File: src/rtl/pairtlb_pkg.sv
package pairtlb_pkg;

    localparam int VA_W      = 32;
    localparam int PA_W      = 32;
    localparam int ASID_W    = 8;
    localparam int PAIR_BITS = 13;   // 4 KB page pair: low offset bits always under the mask

    localparam logic [VA_W-1:0] PAIR_MASK = VA_W'((64'd1 << PAIR_BITS) - 64'd1);

    typedef enum logic [1:0] {
        CODE_OK      = 2'b00,
        CODE_MISS    = 2'b01,
        CODE_INVALID = 2'b10,
        CODE_MODIFY  = 2'b11
    } rsp_code_e;

    typedef struct packed {
        logic [VA_W-1:0]   vpn2;
        logic [VA_W-1:0]   pmask;
        logic [ASID_W-1:0] asid;
        logic              glob;
        logic [PA_W-1:0]   pfn1;
        logic              v1;
        logic              d1;
        logic [PA_W-1:0]   pfn0;
        logic              v0;
        logic              d0;
    } tlb_entry_t;

    typedef struct packed {
        logic            valid;
        rsp_code_e       code;
        logic [PA_W-1:0] pa;
        logic            rd;
        logic            wr;
    } tlb_rsp_t;

endpackage

File: src/rtl/pairtlb_store.sv
module pairtlb_store
    import pairtlb_pkg::*;
#(
    parameter int ENTRIES = 16,
    localparam int IDX_W  = (ENTRIES > 1) ? $clog2(ENTRIES) : 1
) (
    input  logic                         clk,
    input  logic                         rst_n,
    input  logic                         wr_en,
    input  logic [IDX_W-1:0]             wr_idx,
    input  tlb_entry_t                   wr_entry,
    output tlb_entry_t [ENTRIES-1:0]     entries
);

    tlb_entry_t [ENTRIES-1:0] ent_d, ent_q;

    always_comb begin
        ent_d = ent_q;
        if (wr_en) begin
            for (int i = 0; i < ENTRIES; i++) begin
                if (IDX_W'(i) == wr_idx) begin
                    ent_d[i] = wr_entry;
                end
            end
        end
    end

    always_ff @(posedge clk or negedge rst_n) begin
        if (!rst_n) begin
            ent_q <= '0;
        end else begin
            ent_q <= ent_d;
        end
    end

    assign entries = ent_q;

endmodule

File: src/rtl/pairtlb_cmp.sv
module pairtlb_cmp
    import pairtlb_pkg::*;
#(
    parameter int ENTRIES = 16
) (
    input  tlb_entry_t [ENTRIES-1:0]          entries,
    input  logic [VA_W-1:0]                   va,
    input  logic [ASID_W-1:0]                 asid,
    output logic [ENTRIES-1:0]                hit,
    output logic [ENTRIES-1:0]                odd,
    output logic [ENTRIES-1:0][VA_W-1:0]      half_mask
);

    for (genvar g = 0; g < ENTRIES; g++) begin : g_ent
        logic [VA_W-1:0] eff_mask;
        logic [VA_W-1:0] hmask;
        logic            id_ok;
        logic            tag_ok;

        always_comb begin
            eff_mask = entries[g].pmask | PAIR_MASK;
            hmask    = eff_mask >> 1;
            id_ok    = entries[g].glob || (entries[g].asid == asid);
            tag_ok   = ((va & ~eff_mask) == (entries[g].vpn2 & ~eff_mask));
        end

        assign hit[g]       = id_ok && tag_ok;
        assign odd[g]       = |(va & eff_mask & ~hmask);
        assign half_mask[g] = hmask;
    end

endmodule

File: src/rtl/pairtlb_pick.sv
module pairtlb_pick #(
    parameter int ENTRIES = 16,
    localparam int IDX_W  = (ENTRIES > 1) ? $clog2(ENTRIES) : 1
) (
    input  logic [ENTRIES-1:0] hit,
    output logic               any_hit,
    output logic [IDX_W-1:0]   sel
);

    always_comb begin
        sel = '0;
        for (int i = ENTRIES - 1; i >= 0; i--) begin
            if (hit[i]) begin
                sel = IDX_W'(i);
            end
        end
        any_hit = |hit;
    end

endmodule

File: src/rtl/pairtlb_top.sv
module pairtlb_top
    import pairtlb_pkg::*;
#(
    parameter int ENTRIES = 16,
    localparam int IDX_W  = (ENTRIES > 1) ? $clog2(ENTRIES) : 1
) (
    input  logic              clk,
    input  logic              rst_n,
    input  logic              req_valid,
    input  logic [31:0]       req_va,
    input  logic              req_write,
    input  logic [7:0]        cur_asid,
    input  logic              wr_en,
    input  logic [IDX_W-1:0]  wr_idx,
    input  logic [31:0]       wr_vpn2,
    input  logic [31:0]       wr_pmask,
    input  logic [7:0]        wr_asid,
    input  logic              wr_global,
    input  logic [31:0]       wr_pfn0,
    input  logic              wr_v0,
    input  logic              wr_d0,
    input  logic [31:0]       wr_pfn1,
    input  logic              wr_v1,
    input  logic              wr_d1,
    output logic              rsp_valid,
    output logic [1:0]        rsp_code,
    output logic [31:0]       rsp_pa,
    output logic              rsp_rd,
    output logic              rsp_wr
);

    tlb_entry_t                     wr_entry;
    tlb_entry_t [ENTRIES-1:0]       entries;
    logic [ENTRIES-1:0]             hit;
    logic [ENTRIES-1:0]             odd;
    logic [ENTRIES-1:0][VA_W-1:0]   half_mask;
    logic                           any_hit;
    logic [IDX_W-1:0]               sel;

    tlb_rsp_t rsp_d, rsp_q;

    always_comb begin
        wr_entry       = '0;
        wr_entry.vpn2  = wr_vpn2;
        wr_entry.pmask = wr_pmask;
        wr_entry.asid  = wr_asid;
        wr_entry.glob  = wr_global;
        wr_entry.pfn0  = wr_pfn0;
        wr_entry.v0    = wr_v0;
        wr_entry.d0    = wr_d0;
        wr_entry.pfn1  = wr_pfn1;
        wr_entry.v1    = wr_v1;
        wr_entry.d1    = wr_d1;
    end

    pairtlb_store #(.ENTRIES(ENTRIES)) u_store (
        .clk      (clk),
        .rst_n    (rst_n),
        .wr_en    (wr_en),
        .wr_idx   (wr_idx),
        .wr_entry (wr_entry),
        .entries  (entries)
    );

    pairtlb_cmp #(.ENTRIES(ENTRIES)) u_cmp (
        .entries   (entries),
        .va        (req_va),
        .asid      (cur_asid),
        .hit       (hit),
        .odd       (odd),
        .half_mask (half_mask)
    );

    pairtlb_pick #(.ENTRIES(ENTRIES)) u_pick (
        .hit     (hit),
        .any_hit (any_hit),
        .sel     (sel)
    );

    // Resolve the winning entry into a response.
    always_comb begin
        tlb_entry_t      win;
        logic            half_odd;
        logic            half_v;
        logic            half_d;
        logic [PA_W-1:0] half_pfn;
        logic [VA_W-1:0] hm;

        win      = entries[sel];
        half_odd = odd[sel];
        hm       = half_mask[sel];
        half_v   = half_odd ? win.v1   : win.v0;
        half_d   = half_odd ? win.d1   : win.d0;
        half_pfn = half_odd ? win.pfn1 : win.pfn0;

        rsp_d       = '0;
        rsp_d.valid = req_valid;
        rsp_d.code  = CODE_MISS;
        if (req_valid && any_hit) begin
            if (!half_v) begin
                rsp_d.code = CODE_INVALID;
            end else if (req_write && !half_d) begin
                rsp_d.code = CODE_MODIFY;
            end else begin
                rsp_d.code = CODE_OK;
                rsp_d.pa   = half_pfn | PA_W'(req_va & hm);
                rsp_d.rd   = 1'b1;
                rsp_d.wr   = half_d;
            end
        end
    end

    always_ff @(posedge clk or negedge rst_n) begin
        if (!rst_n) begin
            rsp_q <= '0;
        end else begin
            rsp_q <= rsp_d;
        end
    end

    assign rsp_valid = rsp_q.valid;
    assign rsp_code  = rsp_q.code;
    assign rsp_pa    = rsp_q.pa;
    assign rsp_rd    = rsp_q.rd;
    assign rsp_wr    = rsp_q.wr;

endmodule

File: config.mk
export PLATFORM = sky130hd
export DESIGN_NAME = pairtlb_top
export DESIGN_NICKNAME = d
export VERILOG_FILES = /design/src/rtl/pairtlb_pkg.sv /design/src/rtl/pairtlb_store.sv /design/src/rtl/pairtlb_cmp.sv /design/src/rtl/pairtlb_pick.sv /design/src/rtl/pairtlb_top.sv
export SDC_FILE = /design/constraint.sdc
export NUM_CORES = 2
export LEC_CHECK = 0
export CAP_MARGIN = 20
export CORE_UTILIZATION = 65
export DETAILED_ROUTE_END_ITERATION = 6
export HOLD_SLACK_MARGIN = 0.02
export PLACE_DENSITY_LB_ADDON = 0.3
export SYNTH_ARGS = -nofsm -noshare
export SYNTH_HDL_FRONTEND = slang
export SYNTH_SLANG_ARGS = --single-unit
File: constraint.sdc
create_clock -name clk -period 7.4 [get_ports clk]
set_clock_uncertainty 0.15 [all_clocks]
set_input_delay 1.48 -clock clk [delete_from_list [all_inputs] [get_ports clk]]
set_output_delay 1.48 -clock clk [all_outputs]
set_load 0.05 [all_outputs]
==> results.txt <==
The flow ran to the end, and the final reports show no timing, DRC or antenna violations. Input and output buffers added on the ports amount to 200. The final-report hold violation count is 0. Of the cells placed in the final design, the portion with a size suffix greater than 1 is between 30% and 40%. The clock tree synthesis step divided the H-tree into 4 levels.

The total non-filler cell area in the finished layout came out at 101300 sq um. The multi-input combinational cell area is 40740 sq um. Detailed placement ended at an HPWL of 186.5 mm. The number of max-slew violations in the final report came to 0. The highest-delay cell along the critical path is sky130_fd_sc_hd__a21oi_1. TritonCTS created 189 clock buffers.

The final core area utilization came out at about three quarters. For this run, the total global-route usage over all layers was measured as 42.52%. The stage delay of the slowest cell on the critical path is 780 ps.

The core footprint came out at 137500 sq um. STA classifies the critical path startpoint as an input pin. The worst setup timing slack at the placement stage came out at between 200 and 250 ps. The top cell types in the final layout, fill and taps aside, are sky130_fd_sc_hd__dfrtp_1, sky130_fd_sc_hd__mux2_2, sky130_fd_sc_hd__nand2_1, sky130_fd_sc_hd__xnor2_1, sky130_fd_sc_hd__o22ai_1. The maximum vdd ir drop came out at 0.0002140 V. Entering global routing, the biggest net connects roughly 190 pins. Routability-driven placement finished with a final weighted congestion of 1.025. The standard-cell row count came out at roughly 140. At the worst endpoint, the required time is 7940 ps. Subtracting the final worst setup slack from the clock period gives approximately 6600 ps. TritonCTS built the clock tree.

The worst slew margin relative to its limit is 21.05%. The netlist uses 61 different library cells. The number of DRC markers after the initial detailed-route iteration came out at 6999.

Synthesis produced a netlist whose cell count is 7273. The instance area at placement is between 90000 and 100000 sq um. The minimum setup slack in the final design is 820.7 ps. The critical path in this run is classified as in2reg. The initial utilization of the core area, before any placement, comes to 65.47%. The fill cell instance count of the final layout came out at 8957. After global routing the overflow that remains totals 0. The most used flip-flop cell after synthesis is sky130_fd_sc_hd__dfrtp_1. Traced cell by cell, the critical path runs through clkdlybuf4s50_1, buf_4, xor2_1, nor4_1, a21oi_1, or4_1, nand3_1, a31oi_2, o21a_4, a311oi_1, buf_4, o32a_1, buf_4, nor2_1, buf_4, buf_4, a21o_1, a211oi_1, o21a_1. For this run, the top clock speed supported by timing is 0.1520 GHz. The largest fanout of any net on the critical path is 8. Setup violations remaining at the end of the flow were counted as 0. The die area is 140000 sq um. The hold buffer count at CTS came out at 0.

The total negative setup slack came out at 0 ps. The Yosys step of the flow raised 0 warnings. The share of the Yosys chip area taken by registers is between 50% and 60%. The number of buffers between clock root and the deepest sink is 3.

The netlist area before placement is 90020 sq um. The first-pass detailed-route iteration total came out at 5. Max-cap violations in this run came to 0. Using the TritonRoute via totals, the vias-per-cell ratio works out to 6.877.

The endpoint class of the critical path is a flop. The via count of the first global-routing pass is 65160. The die extent in y is 374.1 microns. The final wirelength came out at 295.5 mm. For this run, design rule violations remaining after detail routing come to 0. The classification of the worst-slack hold path is reg2reg.

The final net count is 7575. The portion of the clock cycle consumed by the worst path in the final layout came out at 88.91%. The die is 374.1 microns wide. Clock-pin slew was measured on the worst setup and hold paths at ~60 ps. Counting stages on the worst path, the most repeated cell is sky130_fd_sc_hd__buf_4. The most common cell after layout, fill and taps aside is sky130_fd_sc_hd__dfrtp_1. The clock latency reported for the late side of the worst-skew pair came out at 830 ps.

The leakage component of the power is 43.38 nW. The pin slew with the least headroom to its limit came out at 1184 ps. The number of cells upsized or downsized after cts is 0. The net count after synthesis came out at 7463.

In this run, synthesis produced a sequential element count of roughly 1900. The number of enable-type register cells in the synthesized netlist is 0. The completed layout was analyzed and its total power is 30.42 mW.

Setup repair after global routing left no endpoint under its margin. The tree is rooted in a sky130_fd_sc_hd__clkbuf_16. The first global-routing pass estimated 438.3 mm of wire. The area of all sequential standard cells is around 47000 sq um. The async set or reset register ratio after synthesis came out at 100.0%. The synthesized area divided by synthesized cell count is around 12 sq um. The post-detailed-route wirelength per cell came out at ~32 microns. The number of nets still failing antenna checks after routing came out at 0. The initial antenna violation count was 20. The area added between synthesis and finish came out at 12.54%. The clock net sink count came out at 1877. The number of setup buffers added after CTS is 0. The vias after detailed routing is 64270. The power density over the cells came out at 300.3 nW/um^2. The boundary pin count came out at 227.

The endpoint arrival time on the critical path came out at just over 7000 ps.
synthesized netlist by cell type (19+ instances only):
cell                       count  area share [%]
sky130_fd_sc_hd__dfrtp_1    1877              52
sky130_fd_sc_hd__mux2_2     1840              23
sky130_fd_sc_hd__nand2_1    1062             4.4
sky130_fd_sc_hd__clkbuf_1    421             1.8
sky130_fd_sc_hd__xnor2_1     326             3.2
sky130_fd_sc_hd__o22ai_1     280             1.9
sky130_fd_sc_hd__nand3_1     202             1.1
sky130_fd_sc_hd__mux4_2      151             3.8
sky130_fd_sc_hd__buf_2       125            0.69
sky130_fd_sc_hd__mux2i_1     124             1.4
sky130_fd_sc_hd__xor2_1      106             1.0
sky130_fd_sc_hd__a31oi_1      90            0.63
sky130_fd_sc_hd__and3_1       84            0.58
sky130_fd_sc_hd__nor4_1       79            0.55
sky130_fd_sc_hd__nor2_1       72            0.30
sky130_fd_sc_hd__a21oi_1      40            0.22
sky130_fd_sc_hd__nand4_1      40            0.28
sky130_fd_sc_hd__o21ai_0      36            0.20
sky130_fd_sc_hd__buf_1        33            0.14
sky130_fd_sc_hd__o211ai_1     28            0.23
sky130_fd_sc_hd__a22oi_1      23            0.19
sky130_fd_sc_hd__a211o_1      20            0.19
sky130_fd_sc_hd__a41oi_1      19            0.18
through the flow:
| stage | instances | hold WS, ps |
|---|---|---|
| floorplan | 7273 | 323.9 |
| global placement | 8988 | 331.2 |
| detailed placement | 8988 | 340.7 |
| CTS | 9332 | 354.1 |
| global route | 9335 | 362.2 |
| finish | 9345 | 351.2 |
layout make-up:
| cell class | count | share of cell area, % |
|---|---|---|
| clock buffer | 288 | 5.624 |
| clock inverter | 56 | 0.6002 |
| tap | 1794 | 2.216 |
| inverter | 6 | 0.02223 |
| timing repair buffer | 519 | 4.930 |
| sequential | 1877 | 46.36 |
| multi-input combinational | 4792 | 40.21 |
| antenna | 13 | 0.03211 |
report_power, final:
| part | leakage, nW | internal [mW] | switching, mW | total [mW] |
|---|---|---|---|---|
| clock network | 3.11 | 5.59 | 4.14 | 9.72 |
| registers | 23.1 | 12.6 | 1.93 | 14.5 |
| logic | 17.2 | 3.32 | 2.85 | 6.17 |
flip-flops by register name (all words and copies together), names as in the netlist:
register and flops:
rsp_valid 1, u_store.entries 1840, rsp_code 2, rsp_rd 1
rsp_wr 1, rsp_pa 32
metal layers:
layer  part of all wire, %  GRT usage [%]  wire length, microns
met3                   9.7          9.493                 28570
met1                    39          58.04                115300
met4                   6.3          23.24                 18640
met2                    45          63.74                132900
met5                 0.017              0                    51
final timing paths:
| check | startpoint | end | slack (ps) | cells after the start |
|---|---|---|---|---|
| hold reg to reg | u_store.entries[1128] | u_store.entries[1128] | 350 | 1 |
| max in group asynchronous | rst_n | u_store.entries[1122] | 4760 | 2 |
| setup reg to reg | u_store.entries[2049] | rsp_pa[3] | 1760 | 17 |
| setup / recovery | cur_asid[1] | rsp_pa[3] | 820 | 19 |
| hold / removal | u_store.entries[1128] | u_store.entries[1128] | 350 | 1 |
| min in group asynchronous | rst_n | u_store.entries[464] | 500 | 1 |
kinds of logic after synthesis:
family	synth area share (%)
xor gates and xnor gates	4.203
and+or+nand+nor	7.733
muxes	28.20
buffers and inverters	2.792
AOI/OAI and AO/OA	4.890
DFF	52.18
worst max-delay path: cells and delay by family:
| family | cells | cell delay, ps |
|---|---|---|
| xor gates and xnor gates | 1 | 180 |
| and+or+nand+nor | 4 | 1250 |
| AOI/OAI and AO/OA | 8 | 2490 |
| buffers and inverters | 6 | 1680 |
Note: power is estimated with default switching activity, not from simulation.
